$ cat config.mk
export PLATFORM = sky130hd
export DESIGN_NAME = cell_out_arbiter
export DESIGN_NICKNAME = d
export VERILOG_FILES = /design/src/rtl/cell_arb_pkg.sv /design/src/rtl/cell_arb_classify.sv /design/src/rtl/cell_arb_grant.sv /design/src/rtl/cell_arb_route.sv /design/src/rtl/cell_out_arbiter.sv
export SDC_FILE = /design/constraint.sdc
export NUM_CORES = 1
export LEC_CHECK = 0
export BUFFER_PORTS_ARGS = -buffer_cell sky130_fd_sc_hd__buf_2
export CORE_MARGIN = 5
export CORE_UTILIZATION = 40
export CTS_CLUSTER_SIZE = 30
export DETAILED_ROUTE_END_ITERATION = 12
export PLACE_DENSITY_LB_ADDON = 0.2
export SYNTH_ARGS = -nofsm -noshare
export SYNTH_HDL_FRONTEND = slang
export SYNTH_SLANG_ARGS = --single-unit
$ cat constraint.sdc
create_clock -name clk -period 2.5 [get_ports clk]
set_input_delay 0.75 -clock clk [delete_from_list [all_inputs] [get_ports clk]]
set_output_delay 0.75 -clock clk [all_outputs]
set_load 0.01 [all_outputs]
$ cat src/rtl/cell_arb_pkg.sv
package cell_arb_pkg;
  localparam int HDR_W   = 48;
  localparam int VPI_W   = 8;
  localparam int VCI_W   = 16;
  localparam int VPI_LSB = 36;
  localparam int VCI_LSB = 20;

  function automatic logic [VPI_W-1:0] hdr_vpi(input logic [HDR_W-1:0] h);
    return h[VPI_LSB +: VPI_W];
  endfunction

  function automatic logic [VCI_W-1:0] hdr_vci(input logic [HDR_W-1:0] h);
    return h[VCI_LSB +: VCI_W];
  endfunction
endpackage

$ cat src/rtl/cell_arb_classify.sv
module cell_arb_classify
  import cell_arb_pkg::*;
#(
  parameter int NUM_NET = 4,
  parameter int NUM_APP = 1,
  parameter int NI      = 5,
  parameter int DW      = 3
) (
  input  logic                   clk,
  input  logic                   rst_n,
  input  logic [NUM_APP-1:0]     cfg_app_en,
  input  logic [NUM_APP-1:0]     cfg_app_drop,
  input  logic [NUM_APP*VPI_W-1:0] cfg_app_vpi,
  input  logic [NUM_APP*VCI_W-1:0] cfg_app_vci,
  input  logic [NI-1:0]          in_valid,
  input  logic [NI*DW-1:0]       in_dest,
  input  logic [NI*HDR_W-1:0]    in_hdr,
  output logic [NI-1:0]          s1_valid,
  output logic [NI-1:0]          s1_drop,
  output logic [NI*DW-1:0]       s1_dest,
  output logic [NI*HDR_W-1:0]    s1_hdr
);
  for (genvar i = 0; i < NI; i++) begin : g_in
    logic [HDR_W-1:0] hdr_i;
    logic [DW-1:0]    dst_c;
    logic             drop_c;
    logic             v_q, drop_q;
    logic [DW-1:0]    dst_q;
    logic [HDR_W-1:0] hdr_q;

    assign hdr_i = in_hdr[i*HDR_W +: HDR_W];

    if (i < NUM_NET) begin : g_net
      always_comb begin
        dst_c  = in_dest[i*DW +: DW];
        drop_c = 1'b0;
        for (int k = NUM_APP-1; k >= 0; k--) begin
          if (cfg_app_en[k] &&
              hdr_vpi(hdr_i) == cfg_app_vpi[k*VPI_W +: VPI_W] &&
              hdr_vci(hdr_i) == cfg_app_vci[k*VCI_W +: VCI_W]) begin
            dst_c  = DW'(NUM_NET + k);
            drop_c = cfg_app_drop[k];
          end
        end
      end
    end else begin : g_app
      assign dst_c  = in_dest[i*DW +: DW];
      assign drop_c = 1'b0;
    end

    always_ff @(posedge clk or negedge rst_n) begin
      if (!rst_n) begin
        v_q    <= 1'b0;
        drop_q <= 1'b0;
        dst_q  <= '0;
        hdr_q  <= '0;
      end else begin
        v_q    <= in_valid[i];
        drop_q <= drop_c;
        dst_q  <= dst_c;
        hdr_q  <= hdr_i;
      end
    end

    assign s1_valid[i]               = v_q;
    assign s1_drop[i]                = drop_q;
    assign s1_dest[i*DW +: DW]       = dst_q;
    assign s1_hdr[i*HDR_W +: HDR_W]  = hdr_q;
  end
endmodule

$ cat src/rtl/cell_arb_grant.sv
module cell_arb_grant #(
  parameter int NI       = 5,
  parameter int NO       = 5,
  parameter int DW       = 3,
  parameter int SW       = 3,
  parameter int CELL_LEN = 53
) (
  input  logic             clk,
  input  logic             rst_n,
  input  logic [NI-1:0]    s1_valid,
  input  logic [NI-1:0]    s1_drop,
  input  logic [NI*DW-1:0] s1_dest,
  output logic [NI-1:0]    in_grant,
  output logic [NI-1:0]    in_reject,
  output logic [NO-1:0]    g_valid,
  output logic [NO*SW-1:0] g_src
);
  localparam int CW = $clog2(CELL_LEN + 1);

  logic [NI-1:0] win_v [NO];
  logic [NI-1:0] grant_c;

  for (genvar o = 0; o < NO; o++) begin : g_out
    logic [NI-1:0] want;
    logic [CW-1:0] cnt;
    logic          free;
    logic          win_any;
    logic [SW-1:0] idx;
    logic          gv_q;
    logic [SW-1:0] gs_q;

    always_comb begin
      for (int i = 0; i < NI; i++)
        want[i] = s1_valid[i] & ~s1_drop[i] & (s1_dest[i*DW +: DW] == DW'(o));
    end

    assign free     = (cnt == '0);
    assign win_any  = free & (|want);
    assign win_v[o] = free ? (want & (~want + NI'(1))) : '0;

    always_comb begin
      idx = '0;
      for (int i = NI-1; i >= 0; i--)
        if (want[i]) idx = SW'(i);
    end

    always_ff @(posedge clk or negedge rst_n) begin
      if (!rst_n) begin
        cnt  <= '0;
        gv_q <= 1'b0;
        gs_q <= '0;
      end else begin
        if (win_any)         cnt <= CW'(CELL_LEN - 1);
        else if (cnt != '0)  cnt <= cnt - CW'(1);
        gv_q <= win_any;
        gs_q <= idx;
      end
    end

    assign g_valid[o]           = gv_q;
    assign g_src[o*SW +: SW]    = gs_q;
  end

  always_comb begin
    grant_c = '0;
    for (int o = 0; o < NO; o++) grant_c = grant_c | win_v[o];
  end

  always_ff @(posedge clk or negedge rst_n) begin
    if (!rst_n) begin
      in_grant  <= '0;
      in_reject <= '0;
    end else begin
      in_grant  <= grant_c;
      in_reject <= s1_valid & ~grant_c;
    end
  end
endmodule

$ cat src/rtl/cell_arb_route.sv
module cell_arb_route
  import cell_arb_pkg::*;
#(
  parameter int NI = 5,
  parameter int NO = 5,
  parameter int SW = 3
) (
  input  logic                clk,
  input  logic                rst_n,
  input  logic [NI*HDR_W-1:0] s1_hdr,
  input  logic [NO-1:0]       g_valid,
  input  logic [NO*SW-1:0]    g_src,
  output logic [NO-1:0]       out_valid,
  output logic [NO*SW-1:0]    out_src,
  output logic [NO*HDR_W-1:0] out_hdr
);
  logic [HDR_W-1:0] s2_hdr [NI];

  always_ff @(posedge clk or negedge rst_n) begin
    if (!rst_n) begin
      for (int i = 0; i < NI; i++) s2_hdr[i] <= '0;
    end else begin
      for (int i = 0; i < NI; i++) s2_hdr[i] <= s1_hdr[i*HDR_W +: HDR_W];
    end
  end

  for (genvar o = 0; o < NO; o++) begin : g_out
    logic [SW-1:0]    src;
    logic [HDR_W-1:0] sel;
    logic             v_q;
    logic [SW-1:0]    s_q;
    logic [HDR_W-1:0] h_q;

    assign src = g_src[o*SW +: SW];

    always_comb begin
      sel = '0;
      for (int i = 0; i < NI; i++)
        if (src == SW'(i)) sel = s2_hdr[i];
    end

    always_ff @(posedge clk or negedge rst_n) begin
      if (!rst_n) begin
        v_q <= 1'b0;
        s_q <= '0;
        h_q <= '0;
      end else begin
        v_q <= g_valid[o];
        if (g_valid[o]) begin
          s_q <= src;
          h_q <= sel;
        end
      end
    end

    assign out_valid[o]                = v_q;
    assign out_src[o*SW +: SW]         = s_q;
    assign out_hdr[o*HDR_W +: HDR_W]   = h_q;
  end
endmodule

$ cat src/rtl/cell_out_arbiter.sv
module cell_out_arbiter #(
  parameter int NUM_NET  = 4,
  parameter int NUM_APP  = 1,
  parameter int CELL_LEN = 53,
  localparam int NI      = NUM_NET + NUM_APP,
  localparam int NO      = NUM_NET + NUM_APP,
  localparam int DW      = (NO > 1) ? $clog2(NO) : 1,
  localparam int SW      = (NI > 1) ? $clog2(NI) : 1,
  localparam int HW      = 48
) (
  input  logic                  clk,
  input  logic                  rst_n,
  input  logic [NUM_APP-1:0]    cfg_app_en,
  input  logic [NUM_APP-1:0]    cfg_app_drop,
  input  logic [NUM_APP*8-1:0]  cfg_app_vpi,
  input  logic [NUM_APP*16-1:0] cfg_app_vci,
  input  logic [NI-1:0]         in_valid,
  input  logic [NI*DW-1:0]      in_dest,
  input  logic [NI*HW-1:0]      in_hdr,
  output logic [NI-1:0]         in_grant,
  output logic [NI-1:0]         in_reject,
  output logic [NO-1:0]         out_valid,
  output logic [NO*SW-1:0]      out_src,
  output logic [NO*HW-1:0]      out_hdr
);
  logic [NI-1:0]    s1_valid, s1_drop;
  logic [NI*DW-1:0] s1_dest;
  logic [NI*HW-1:0] s1_hdr;
  logic [NO-1:0]    g_valid;
  logic [NO*SW-1:0] g_src;

  cell_arb_classify #(.NUM_NET(NUM_NET), .NUM_APP(NUM_APP), .NI(NI), .DW(DW)) u_cls (
    .clk(clk), .rst_n(rst_n),
    .cfg_app_en(cfg_app_en), .cfg_app_drop(cfg_app_drop),
    .cfg_app_vpi(cfg_app_vpi), .cfg_app_vci(cfg_app_vci),
    .in_valid(in_valid), .in_dest(in_dest), .in_hdr(in_hdr),
    .s1_valid(s1_valid), .s1_drop(s1_drop), .s1_dest(s1_dest), .s1_hdr(s1_hdr)
  );

  cell_arb_grant #(.NI(NI), .NO(NO), .DW(DW), .SW(SW), .CELL_LEN(CELL_LEN)) u_grant (
    .clk(clk), .rst_n(rst_n),
    .s1_valid(s1_valid), .s1_drop(s1_drop), .s1_dest(s1_dest),
    .in_grant(in_grant), .in_reject(in_reject),
    .g_valid(g_valid), .g_src(g_src)
  );

  cell_arb_route #(.NI(NI), .NO(NO), .SW(SW)) u_route (
    .clk(clk), .rst_n(rst_n),
    .s1_hdr(s1_hdr), .g_valid(g_valid), .g_src(g_src),
    .out_valid(out_valid), .out_src(out_src), .out_hdr(out_hdr)
  );
endmodule

==> flow_summary.toml <==
[grt]
track_usage_pct = 29.0
grt-ovfl-total = 0
grt_pass1_wl_mm = 190
antenna_found_initial = 3
grt_pass1_vias = 26800
grt_max_degree = 92

[clocking]
cts_tree = "yes"
cts-root-buf = "clkbuf_16"
cts_resized = 0
clock_sinks = 824
cts_max_level = 3
clk_pin_slew_ps = 60
cts_setup_buffers = 0
clock_path_buffers = 3
clk_latency_ps = 640
numCtsBuffers = 88
ctsHoldBuffers = 0

[power]
ir_drop_uv = 557
finalPower_mw = 41.3
powerDensity_mw_per_mm2 = 991
p_leak_nw = 18.2

[layout]
fin_util_pct = 50.0
fin_nets = 3314
mostFrequentLayoutCells = "809 x dfrtp_1, 556 x buf_2, 495 x nor2_1"
layout-drive-gt1-share_pct = 35.9
final_common_cell = "dfrtp_1"
area_growth_pct = 24.2
num-fill-cells = 7225

[timing]
finClkSkew_ps = 26.4
tightest_slew_ps = 1000
rsz0062_at_grt = "false"
fmaxAchievable_ghz = 0.434
setup_violations = 0
layout_min_cycle_time_ps = 2310
min_period_over_period_pct = 92.2
drv_slew = 0
relSlewSlack_pct = 33.2
final-hold-violation-count = 0

[synth]
avgSynthCellArea_sq_um = 13.9
synthDistinctLibCells = 61
ys_seq_elements = 824
yosys_most_used_dff = "dfrtp_1"
syn-cell-area_sq_mm = 0.0336
yosys_warnings = 0
async_reset_ff_share_pct = 100
synth_nets = 2716
synth-edff-count = 0
netlist_instances = 2423
synth-seq-area-share_pct = 61.4

[worst_setup_path]
critical_path_required_ps = 3000
worst_setup_path_end_kind = "register"
cp_max_fo = 15
worstSetupPathType = "register to register"
critPathArrivalTime_ps = 2800
crit_path_start_kind = "register"
reg2reg_depth = 4

[outcome]
status = "finished clean"

[floorplan]
die_area_sq_mm = 0.0899
die_h_microns = 300
die_x_microns = 300
core_region_area_sq_mm = 0.0834
initial_utilization_pct = 40.3
ios = 558
num_rows = 106

[detailed_routing]
vias = 25400
viasPerCell = 6.08
avgRoutedWirePerCell_microns = 31.7
totalWireLength_mm = 133
dr.pass1.iters = 6
ant_nets = 0
drc_errors = 0
drt_iter0_markers = 2534

[place]
globalplace.congestion = 0.964
port_buffers = 557
dp_hpwl_mm = 92.8

[worst_hold_path]
hp-class = "primary input to async pin"

[job]
maxCapViolCount = 0
[logic make-up after synthesis]
| group | count (synthesis) | share of synthesized area (%) |
|---|---|---|
| AOI/OAI and AO/OA | 349 | 8.40 |
| adders and majority gates | 5 | 0.186 |
| buffers and inverters | 207 | 2.43 |
| and+or+nand+nor | 686 | 8.98 |
| muxes | 256 | 16.1 |
| xor gates and xnor gates | 96 | 2.50 |
| DFF | 824 | 61.4 |
[synth_stat cells, types with 3 or more instances]
library cell | n | share of area (%)
mux2i_1 | 14 | 0.42
clkbuf_1 | 140 | 1.6
a31oi_1 | 5 | 0.093
o31ai_1 | 3 | 0.067
nor3_1 | 29 | 0.43
mux4_2 | 226 | 15
or4_1 | 3 | 0.067
o2bb2ai_1 | 3 | 0.078
ha_1 | 5 | 0.19
nand3_1 | 8 | 0.12
buf_4 | 5 | 0.11
and3_1 | 9 | 0.17
or3_1 | 10 | 0.19
nand4bb_1 | 4 | 0.13
buf_2 | 15 | 0.22
or3b_1 | 3 | 0.078
and2_1 | 15 | 0.28
a221oi_1 | 226 | 5.9
nor3b_1 | 7 | 0.16
a21o_1 | 5 | 0.11
o21a_1 | 15 | 0.34
xor2_1 | 51 | 1.3
dfrtp_1 | 824 | 61
inv_1 | 31 | 0.35
nand2b_1 | 13 | 0.24
nor2b_1 | 13 | 0.24
o211ai_1 | 19 | 0.42
o21ai_0 | 13 | 0.19
o22ai_1 | 5 | 0.093
nand4_1 | 16 | 0.30
nor4_1 | 17 | 0.32
a22oi_1 | 20 | 0.45
nor4b_1 | 3 | 0.078
xnor2_1 | 45 | 1.2
nand2_1 | 29 | 0.32
nor2_1 | 495 | 5.5
buf_1 | 13 | 0.15
mux2_2 | 16 | 0.54
a21oi_1 | 23 | 0.34
[stage by stage]
| step | setup slack [ps] | instance area, sq um | hold slack [ps] | TNS, ps | cells |
|---|---|---|---|---|---|
| global route | 127 | 41700 | 29.1 | 0 | 4177 |
| floorplan | 247 | 33600 | 331 | 0 | 2423 |
| CTS | 229 | 41700 | 18.2 | 0 | 4176 |
| detailed placement | -164 | 38600 | 335 | -561 | 4011 |
| finish | 194 | 41700 | 14.9 | 0 | 4177 |
| global placement | -136 | 38600 | 334 | -539 | 4011 |
[registers in the layout (all words and copies together), names as in the netlist]
signal	cells
u_cls.g_in.v_q	5
u_cls.g_in.dst_q	15
u_route.g_out.h_q	240
u_cls.g_in.drop_q	4
u_grant.g_out.gs_q	15
u_grant.in_grant	5
u_route.s2_hdr	240
u_cls.g_in.hdr_q	240
u_grant.g_out.cnt	30
u_route.g_out.s_q	15
u_grant.g_out.gv_q	5
u_route.g_out.v_q	5
u_grant.in_reject	5
[critical path, cell delays in order (launching register included)]
cell      delay [ps]
dfrtp_4          720
buf_12           280
mux4_2           530
a221oi_1         540
nor2_1            80
[layout make-up]
class | instances | area (sq um) | area share, %
tap | 1080 | 1350 | 3.24
clock inverter | 45 | 637 | 1.53
timing repair buffer | 681 | 4220 | 10.1
multi-input combinational | 1392 | 12200 | 29.2
antenna | 1 | 2.50 | 0.00600
inverter | 34 | 128 | 0.306
sequential | 824 | 20700 | 49.6
clock buffer | 120 | 2520 | 6.05
[worst paths after layout]
check / start / end / slack (ps)
worst max register to register: u_grant.g_out[3].gs_q[0] / u_route.g_out[3].h_q[42] / 190
worst min register to register: u_cls.g_in[3].hdr_q[44] / u_route.s2_hdr[92] / 340
min in group clk: in_hdr[219] / u_cls.g_in[4].hdr_q[27] / 200
worst min-delay path: rst_n / u_cls.g_in[0].hdr_q[15] / 10
worst max-delay path: u_grant.g_out[3].gs_q[0] / u_route.g_out[3].h_q[42] / 190
max in group asynchronous: rst_n / u_cls.g_in[0].hdr_q[34] / 1530
[routing by layer]
layer	routed length [microns]	part of all wire (%)	track usage, %	vias to the layer above
li1	-	-	-	10200
met1	49100	37	36.6	13000
met2	62700	47	46.5	1761
met3	14100	11	8.79	394
met4	6700	5.1	13.0	2
met5	13	0.0098	0	-
[power by group]
group          internal (mW)  switching [mW]  leakage, nW
clock                   8.48            5.56         1.55
combinational           3.68            5.26         6.84
sequential              16.0            2.35         9.84
No activity file was read; power rests on OpenSTA's default activity.
